### src/rtl/qd_pkg.sv
package qd_pkg;

    typedef enum logic [1:0] {
        FN_PULSE_DIR = 2'b00,
        FN_QUAD_X1   = 2'b01,
        FN_QUAD_X2   = 2'b10,
        FN_QUAD_X4   = 2'b11
    } qd_fn_e;

    typedef struct packed {
        logic a;
        logic b;
    } ab_t;

    typedef struct packed {
        logic cnt;      // produce a count strobe
        logic up;       // strobe direction
        logic dir_set;  // update direction status
        logic dir_val;  // new direction status
        logic illegal;  // both lines changed together
    } step_t;

    // Decode one sample-to-sample change of the filtered lines.
    function automatic step_t qd_step(qd_fn_e fn, ab_t prev, ab_t cur);
        step_t s;
        logic da, db, fwd;
        da  = prev.a ^ cur.a;
        db  = prev.b ^ cur.b;
        // forward: A leads B
        fwd = da ? (cur.a != cur.b) : (cur.b == cur.a);
        s = '0;
        if (fn == FN_PULSE_DIR) begin
            s.cnt     = da & cur.a;
            s.up      = cur.b;
            s.dir_set = da & cur.a;
            s.dir_val = cur.b;
        end else begin
            s.illegal = da & db;
            s.dir_set = da ^ db;
            s.dir_val = fwd;
            s.up      = fwd;
            unique case (fn)
                FN_QUAD_X1: begin
                    s.cnt = da & ~db & ~cur.b;
                    s.up  = cur.a;
                end
                FN_QUAD_X2: s.cnt = da & ~db;
                default:    s.cnt = da ^ db;
            endcase
        end
        return s;
    endfunction

endpackage

### src/rtl/qd_prescaler.sv
module qd_prescaler #(
    parameter int PSC_W = 8
) (
    input  logic             clk,
    input  logic             rst,
    input  logic             load,
    input  logic [PSC_W-1:0] load_val,
    output logic [PSC_W-1:0] psc_val,
    output logic             tick
);
    logic [PSC_W-1:0] psc_q;
    logic [PSC_W-1:0] div_q;

    assign tick    = (div_q == psc_q);
    assign psc_val = psc_q;

    always_ff @(posedge clk) begin
        if (rst) begin
            psc_q <= '0;
            div_q <= '0;
        end else begin
            if (load) psc_q <= load_val;
            if (tick || load) div_q <= '0;
            else              div_q <= div_q + 1'b1;
        end
    end

    AST_PSC_HOLD: assert property (@(posedge clk) disable iff (rst)
        !load |=> $stable(psc_val));

endmodule

### src/rtl/qd_input_filter.sv
module qd_input_filter #(
    parameter int SYNC_STAGES = 2,
    parameter int TOG_W       = 2
) (
    input  logic clk,
    input  logic rst,
    input  logic tick,
    input  logic raw,
    output logic filt,
    output logic noise
);
    localparam logic [TOG_W:0] NOISE_LIM = (TOG_W+1)'(2);

    logic [SYNC_STAGES-1:0] sync_q;
    logic                   s, s_prev, samp_q, filt_q, noise_q, toggle;
    logic [TOG_W-1:0]       tog_q;
    logic [TOG_W:0]         tog_sum;

    assign s       = sync_q[SYNC_STAGES-1];
    assign toggle  = s ^ s_prev;
    assign tog_sum = {1'b0, tog_q} + {{TOG_W{1'b0}}, toggle};
    assign filt    = filt_q;
    assign noise   = noise_q;

    generate
        if (SYNC_STAGES > 1) begin : g_chain
            always_ff @(posedge clk) begin
                if (rst) sync_q <= '0;
                else     sync_q <= {sync_q[SYNC_STAGES-2:0], raw};
            end
        end else begin : g_single
            always_ff @(posedge clk) begin
                if (rst) sync_q <= '0;
                else     sync_q <= raw;
            end
        end
    endgenerate

    always_ff @(posedge clk) begin
        if (rst) begin
            s_prev  <= 1'b0;
            samp_q  <= 1'b0;
            filt_q  <= 1'b0;
            noise_q <= 1'b0;
            tog_q   <= '0;
        end else begin
            s_prev  <= s;
            noise_q <= 1'b0;
            if (tick) begin
                samp_q  <= s;
                if (s == samp_q && s != filt_q) filt_q <= s;
                noise_q <= (tog_sum >= NOISE_LIM);
                tog_q   <= '0;
            end else if (toggle && tog_q != '1) begin
                tog_q <= tog_q + 1'b1;
            end
        end
    end

    AST_FILT_ON_TICK: assert property (@(posedge clk) disable iff (rst)
        !$stable(filt_q) |-> $past(tick));

endmodule

### src/rtl/qd_step_decoder.sv
module qd_step_decoder
    import qd_pkg::*;
(
    input  logic   clk,
    input  logic   rst,
    input  logic   enable,
    input  qd_fn_e fn,
    input  ab_t    ab,
    output logic   cnt_en,
    output logic   cnt_up,
    output logic   dir_up,
    output logic   illegal
);
    ab_t   prev_q;
    step_t st;

    assign st = qd_step(fn, prev_q, ab);

    always_ff @(posedge clk) begin
        if (rst) begin
            prev_q  <= '0;
            cnt_en  <= 1'b0;
            cnt_up  <= 1'b0;
            dir_up  <= 1'b1;
            illegal <= 1'b0;
        end else begin
            prev_q  <= ab;
            cnt_en  <= enable & st.cnt;
            cnt_up  <= st.up;
            illegal <= enable & st.illegal;
            if (enable && st.dir_set) dir_up <= st.dir_val;
        end
    end

    AST_NO_CNT_DISABLED: assert property (@(posedge clk) disable iff (rst)
        !enable |=> !cnt_en);
    AST_DIR_HELD_DISABLED: assert property (@(posedge clk) disable iff (rst)
        !enable |=> $stable(dir_up));

endmodule

### src/rtl/quad_decoder_fe.sv
module quad_decoder_fe
    import qd_pkg::*;
#(
    parameter int PSC_W       = 8,
    parameter int SYNC_STAGES = 2,
    parameter int N_LINES     = 3
) (
    input  logic             clk,
    input  logic             rst,
    input  logic             ab_en,
    input  logic [1:0]       fn_sel,
    input  logic             idx_pol,
    input  logic             idx_cfg_wr,
    input  logic             idx_sync_req,
    input  logic             psc_load,
    input  logic [PSC_W-1:0] preset_lo,
    input  logic             err_clr,
    input  logic             a_in,
    input  logic             b_in,
    input  logic             idx_in,
    output logic             cnt_en,
    output logic             cnt_up,
    output logic             dir_up,
    output logic             noise_err,
    output logic             idx_evt,
    output logic             idx_sync_on,
    output logic [PSC_W-1:0] psc_val
);
    localparam int LN_A = 0;
    localparam int LN_B = 1;
    localparam int LN_I = 2;

    qd_fn_e             fn;
    logic               tick, illegal;
    logic [N_LINES-1:0] raw, filt, noise;
    logic               err_q, sync_q, idx_prev, armed_q, evt_q;
    logic               idx_edge, idx_active, fire;

    assign fn  = qd_fn_e'(fn_sel);
    assign raw = {idx_in, b_in, a_in};

    qd_prescaler #(.PSC_W(PSC_W)) u_psc (
        .clk(clk), .rst(rst), .load(psc_load), .load_val(preset_lo),
        .psc_val(psc_val), .tick(tick)
    );

    generate
        for (genvar i = 0; i < N_LINES; i++) begin : g_line
            qd_input_filter #(.SYNC_STAGES(SYNC_STAGES)) u_flt (
                .clk(clk), .rst(rst), .tick(tick), .raw(raw[i]),
                .filt(filt[i]), .noise(noise[i])
            );
        end
    endgenerate

    qd_step_decoder u_dec (
        .clk(clk), .rst(rst), .enable(ab_en), .fn(fn),
        .ab('{a: filt[LN_A], b: filt[LN_B]}),
        .cnt_en(cnt_en), .cnt_up(cnt_up), .dir_up(dir_up), .illegal(illegal)
    );

    // sticky error: setting wins over clearing
    always_ff @(posedge clk) begin
        if (rst)                                    err_q <= 1'b0;
        else if (noise[LN_A] || noise[LN_B] || illegal) err_q <= 1'b1;
        else if (err_clr)                           err_q <= 1'b0;
    end

    // synchronous-index mode, only while a quadrature function is selected
    always_ff @(posedge clk) begin
        if (rst)                     sync_q <= 1'b0;
        else if (fn == FN_PULSE_DIR) sync_q <= 1'b0;
        else if (idx_cfg_wr)         sync_q <= idx_sync_req;
    end

    assign idx_active = (filt[LN_I] == idx_pol);
    assign idx_edge   = idx_pol ? (filt[LN_I] & ~idx_prev) : (~filt[LN_I] & idx_prev);
    assign fire       = armed_q & cnt_en;

    always_ff @(posedge clk) begin
        if (rst) begin
            idx_prev <= 1'b0;
            armed_q  <= 1'b0;
            evt_q    <= 1'b0;
        end else begin
            idx_prev <= filt[LN_I];
            evt_q    <= sync_q ? fire : idx_edge;
            if (!idx_active)   armed_q <= 1'b0;
            else if (idx_edge) armed_q <= 1'b1;
            else if (fire)     armed_q <= 1'b0;
        end
    end

    assign noise_err   = err_q;
    assign idx_sync_on = sync_q;
    assign idx_evt     = evt_q;

    AST_ERR_STICKY: assert property (@(posedge clk) disable iff (rst)
        noise_err && !err_clr |=> noise_err);
    AST_ILLEGAL_FLAGS: assert property (@(posedge clk) disable iff (rst)
        illegal |=> noise_err);
    AST_SYNC_QUAD_ONLY: assert property (@(posedge clk) disable iff (rst)
        fn_sel == 2'b00 |=> !idx_sync_on);
    AST_SYNC_EVT_ON_CNT: assert property (@(posedge clk) disable iff (rst)
        idx_sync_on && $stable(idx_sync_on) && idx_evt |-> $past(cnt_en));

endmodule

### config.mk
export PLATFORM = sky130hd
export DESIGN_NAME = quad_decoder_fe
export DESIGN_NICKNAME = d
export VERILOG_FILES = /design/src/rtl/qd_pkg.sv /design/src/rtl/qd_prescaler.sv /design/src/rtl/qd_input_filter.sv /design/src/rtl/qd_step_decoder.sv /design/src/rtl/quad_decoder_fe.sv
export SDC_FILE = /design/constraint.sdc
export NUM_CORES = 1
export LEC_CHECK = 0
export ABC_AREA = 1
export BUFFER_PORTS_ARGS = -buffer_cell sky130_fd_sc_hd__buf_2
export CORE_AREA = 3 3 87 89
export CTS_CLUSTER_SIZE = 14
export DETAILED_ROUTE_END_ITERATION = 6
export DIE_AREA = 0 0 90 92
export GPL_TIMING_DRIVEN = 0
export PLACE_DENSITY_LB_ADDON = 0.15
export SYNTH_ARGS = -nofsm -noshare
export SYNTH_HDL_FRONTEND = slang
export SYNTH_HIERARCHICAL = 1
export SYNTH_SLANG_ARGS = --single-unit
### constraint.sdc
create_clock -name clk -period 1.6 [get_ports clk]
set_clock_uncertainty 0.05 [all_clocks]
set_input_delay 0.24 -clock clk [delete_from_list [all_inputs] [get_ports clk]]
set_output_delay 0.24 -clock clk [all_outputs]
set_load 0.02 [all_outputs]
# Word-level counts from Yosys, hierarchy flattened
# Cells that the tools add are included.
# word_totals
inputBits	21
reg_bits	47
out_inout_bits	14
word_cells	100
# classes
n_bitwise	20
n_mux	11
eq_ne	14
n_reduce_logical	20
magnitude_cmp	2
add_sub_neg	5
# op_table
operator	n
$reduce_or A2 Y1	5
$and A1 B1 Y1	9
$mux W1	9
$add A8 B1 Y8 const B	1
$eq A8 B8 Y1	1
$add A2 B1 Y3	2
$ge A3 B2 Y1 const B	2
$logic_and A1 B1 Y1	6
$not A1 Y1	6
$reduce_and A2 Y1	3
$eq A1 B1 Y1	5
$xor A1 B1 Y1	5
$add A2 B1 Y2 const B	2
$mux W4	1
$ne A1 B1 Y1	4
$ne A2 B2 Y1 const B	2
$reduce_bool A2 Y1	2
$logic_or A1 B1 Y1	3
$eq A2 B1 Y1 const B	1
$eq A2 B2 Y1 const B	1
$logic_not A2 Y1	1
$pmux W1 S2	1

# Depth between registers and ports, before layout
# depth
depth_word	7
ltp_mapped	10
depth_no_buf	10

# Modules after synthesis
# Netlist, hierarchy kept.
# modules_own_cells
mod	seq_area_each_um2	instances	cells_per_inst	area_each_um2
qd_input_filter	160.2	3	45	329.1
qd_prescaler	320.3	1	97	734.5
qd_step_decoder	120.1	1	53	404.1
quad_decoder_fe	100.1	1	38	241.5

# Worst setup path after synthesis
# Ideal clock, no wire load.
# synth_timing
kind	reg2reg
from	register g_line[0].u_flt.filt_q
to	register u_dec.cnt_en
stages_incl_launch_ff	7
setup_slack_ps	-65
t_arrival_ps	1501
setup_ps	115
required_ps	1435
period_less_slack_ps	1665
path_cell_list	dfxtp_1 ha_1 bufinv_8 ha_1 nor2_1 a21oi_1 o21a_1
# synth_between
elab_chain_len	6
word_cells_on_any_way	8
cone_classes	mux: 2; bitwise: 6
# synth_lines
item	line_no	source
start: declaration	qd_input_filter.sv:15	logic s, s_prev, samp_q, filt_q, noise_q, toggle;
start signal: assignment	qd_input_filter.sv:51	if (s == samp_q && s != filt_q) filt_q <= s;
$xor A1 B1 Y1	qd_pkg.sv:27	da = prev.a ^ cur.a;
$and A1 B1 Y1	qd_pkg.sv:44, qd_pkg.sv:47	
$and A1 B1 Y1	qd_pkg.sv:44	s.cnt = da & ~db & ~cur.b;
$pmux W1 S2	qd_pkg.sv:42	unique case (fn)
$mux W4 (*)	qd_pkg.sv:32	if (fn == FN_PULSE_DIR) begin
$and A1 B1 Y1 (*)	qd_step_decoder.sv:28	cnt_en <= enable & st.cnt;
end signal: assignment	qd_step_decoder.sv:28	
end: declaration	qd_step_decoder.sv:9	output logic cnt_en,
# Mark *: on every way between the ends. The rest lies on a longest branch, timed or not.
# A chain may end at the register's enable or synchronous reset.

# Final worst setup path
# layout_timing
from	register u_psc.div_q[6]
to	register g_line[1].u_flt.filt_q
# layout_between
elab_chain_len	2
# layout_lines
item	line_no	source
start: declaration	qd_prescaler.sv:12	logic [PSC_W-1:0] div_q;
start signal: assignment	qd_prescaler.sv:24	else div_q <= div_q + 1'b1;
$eq A8 B8 Y1	qd_prescaler.sv:14	assign tick = (div_q == psc_q);
via tick	quad_decoder_fe.sv:34	logic tick, illegal;
$reduce_and A2 Y1 (no line)	--	
end signal: assignment	qd_input_filter.sv:51	
end: declaration	qd_input_filter.sv:15	
# The timed path passes the listed nets, and every way through them passes these cells.

==> summary.txt <==
Run status
  • Status: finished clean

Clock tree
  • Clk sinks: 47
  • CTS H-tree lvls: 2
  • CTS tree: yes
  • Clock Pin Slew Worst Setup and Hold Paths: 0.09 ns
  • Clk Latency, worst-skew pair: 0.30 ns
  • CTS root buf: clkbuf_8
  • TritonCTS Buffers: 5
  • CTS Buffer Depth: 2

Power and ir drop
  • P per Cell Area: 838 mW/mm2
  • Leakage power: 1.18 nW
  • Worst vdd ir: 0.325 mV

Final layout
  • Design Area, Final: 0.00263 mm2
  • Register Area: 955 um2
  • N_diodes: 0
  • Area occupied by multi-input gates: 0.00103 mm2
  • Final #Nets: 369
  • Utilization after layout: 0.386
  • Share of post-route cells with drive strength above 1: 0.251
  • Fillers: 768
  • Area grow syn2layout: 21.5%

Global routing
  • Vias in the first global route: 1683
  • GRT Overall Usage: 0.108
  • Largest net degree at the start of global routing: 27
  • First-pass GRT wire length: 7320 um
  • Overflow after GRT: 0
  • Initial antenna violation count: 0

Setup path
  • Worst Path Required: 1.73 ns
  • Crit path cell chain: xnor2_1, nand2_1, nor2_4, nand2_4, clkinvlp_4, inv_1, o21ai_0, a21oi_1
  • Worst Setup Start Kind: flip-flop
  • Slowest cell on crit path: dfxtp_1
  • Critical path buffer and inverter count: 2
  • WS Path Type: flip-flop to flip-flop
  • Cell family with most CP delay: flip-flops
  • Crit path capture type: flip-flop
  • Highest cell delay on the worst timing path: 0.43 ns
  • Critical path fanouts, max: 5
  • R2r setup slk: 0.10 ns
  • Arrival time worst endpoint: 1.62 ns

Synth
  • Mapped Area: 0.00217 mm2
  • Yosys warns: 6
  • Mapped Nets: 324
  • Synthesized instance count: 294
  • Mean Syn Cell Area: 7.38 um2

STA
  • Period utilization: 0.936
  • Final min period: 1.50 ns
  • Slew margin rel.: 0.661
  • Worst-margin pin slew: 0.508 ns
  • Final setup vio count: 0
  • Worst hold slack: 0.0913 ns
  • Fin. Hold Viols: 0
  • Max-slew violation count: 0
  • Fmax: 0.668 GHz

Floorplan
  • Number of top-level pins: 35
  • Core region area: 0.00683 mm2
  • Initial core utilization: 0.317
  • Rows: 30
  • Die Y: 92 um
  • Die Span X: 90 um
  • Die area: 0.00828 mm2

Routing
  • Avg Vias per Cell: 4.14
  • Top Metal Used: met4
  • Total number of vias: 1799
  • Routed WL: 4240 um
  • DRT Pass-1 Iters: 4
  • Routed len/inst: 9.74 um
  • Wire length on met2: 1890 um
  • Routed wl met3: 170 um
  • Residual DRC count: 0
  • WL met1: 2140 um
  • Antenna viol nets, final: 0
  • DR iter-0 viols: 53

Run
  • Max_cap viols: 0

Place
  • GP Congestion: 0.788
  • Cell Area, Placed: 0.00246 mm2
  • HPWL Detailed: 2980 um
  • PortBufs: 34

Worst hold path
  • Worst hold path type: input port to flip-flop
[metrics by stage]
step	setup TNS, ns	std cells	total power, mW	setup WS [ns]
floorplan	0	294	1.43	0.00227
global placement	-0.503	424	1.52	-0.0982
detailed placement	-0.619	424	1.52	-0.0796
CTS	0	432	2.23	0.00224
global route	-0.0268	435	2.34	-0.0268
finish	0	435	2.21	0.103
[per-layer routing]
metal | vias up | GRT usage
li1 | 983 | -
met1 | 789 | 0.135
met2 | 25 | 0.175
met3 | 2 | 0.0287
met4 | 0 | 0.0459
met5 | - | 0
[sequential cells by signal (all words and copies together) (netlist names), 2 cells and up]
| name | cells |
|---|---|
| g_line.u_flt/filt | 3 |
| g_line.u_flt/noise | 2 |
| g_line.u_flt/s_prev | 2 |
| g_line.u_flt/samp_q | 3 |
| g_line.u_flt/sync_q | 6 |
| g_line.u_flt/tog_q | 4 |
| u_dec/prev_q | 2 |
| u_psc/div_q | 8 |
| u_psc/psc_val | 8 |
[path summary, 6_finish.rpt]
| check | from | to | depth (start not counted) |
|---|---|---|---|
| min | a_in | g_line[0].u_flt/sync_q[0] | 3 |
| max | u_psc/div_q[6] | g_line[1].u_flt/filt | 8 |
| min reg2reg | g_line[0].u_flt/sync_q[0] | g_line[0].u_flt/sync_q[1] | 2 |
| max reg2reg | u_psc/div_q[6] | g_line[1].u_flt/filt | 8 |
[final cells by class]
type,count,area share
inverters,60,0.0898
repair inverters,1,0.00285
repair buffers,37,0.0732
clock buffers,5,0.0261
plain buffers,2,0.00333
multi-input cells,185,0.391
flip-flops and latches,47,0.362
clock inverters,2,0.00523
well taps,96,0.0456
[cells in the final DEF (no fill, tap or decap)]
cell        count
clkinvlp_4      2
nor2_2          3
nand4_1         5
a21oi_2         2
inv_8           1
dfxtp_4         1
ha_4            2
xnor2_1         9
clkinv_4        1
buf_4           3
nor2_4          4
buf_2          35
ha_1            7
nand2_4         2
o21a_1          1
o21ai_0         8
dfxtp_1        38
inv_1          51
nand2_1        63
xor2_1          2
clkinv_2        1
a21oi_1        18
clkbuf_8        5
dfxtp_2         8
a211oi_1        3
nand3_2         5
nand3_1        11
nor2_1         37
o21ai_2         1
inv_2           7
buf_1           1
nand2_2         2
[report_power, final]
group	switching [mW]	leakage [nW]	internal (mW)
Sequential	0.0278	0.388	1.21
Combinational	0.175	0.747	0.108
Clock	0.389	0.0440	0.299
[timing repair]
action / CTS / global route
resized for setup: 5 / 18
endpoints found under the hold margin: 0 / 0
hold buffers: 0 / 0
cloned: 0 / 1
pin swaps: 1 / 5
setup buffers: 1 / 2
setup endpoints to repair: 5 / 12
[worst register-to-register path: stages (launching register included)]
cell and delay [ns]:
dfxtp_1 0.43, xnor2_1 0.14, nand2_1 0.10, nor2_4 0.12
nand2_4 0.09, clkinvlp_4 0.12, inv_1 0.06, o21ai_0 0.17
a21oi_1 0.09
No activity file was read; power rests on OpenSTA's default activity.
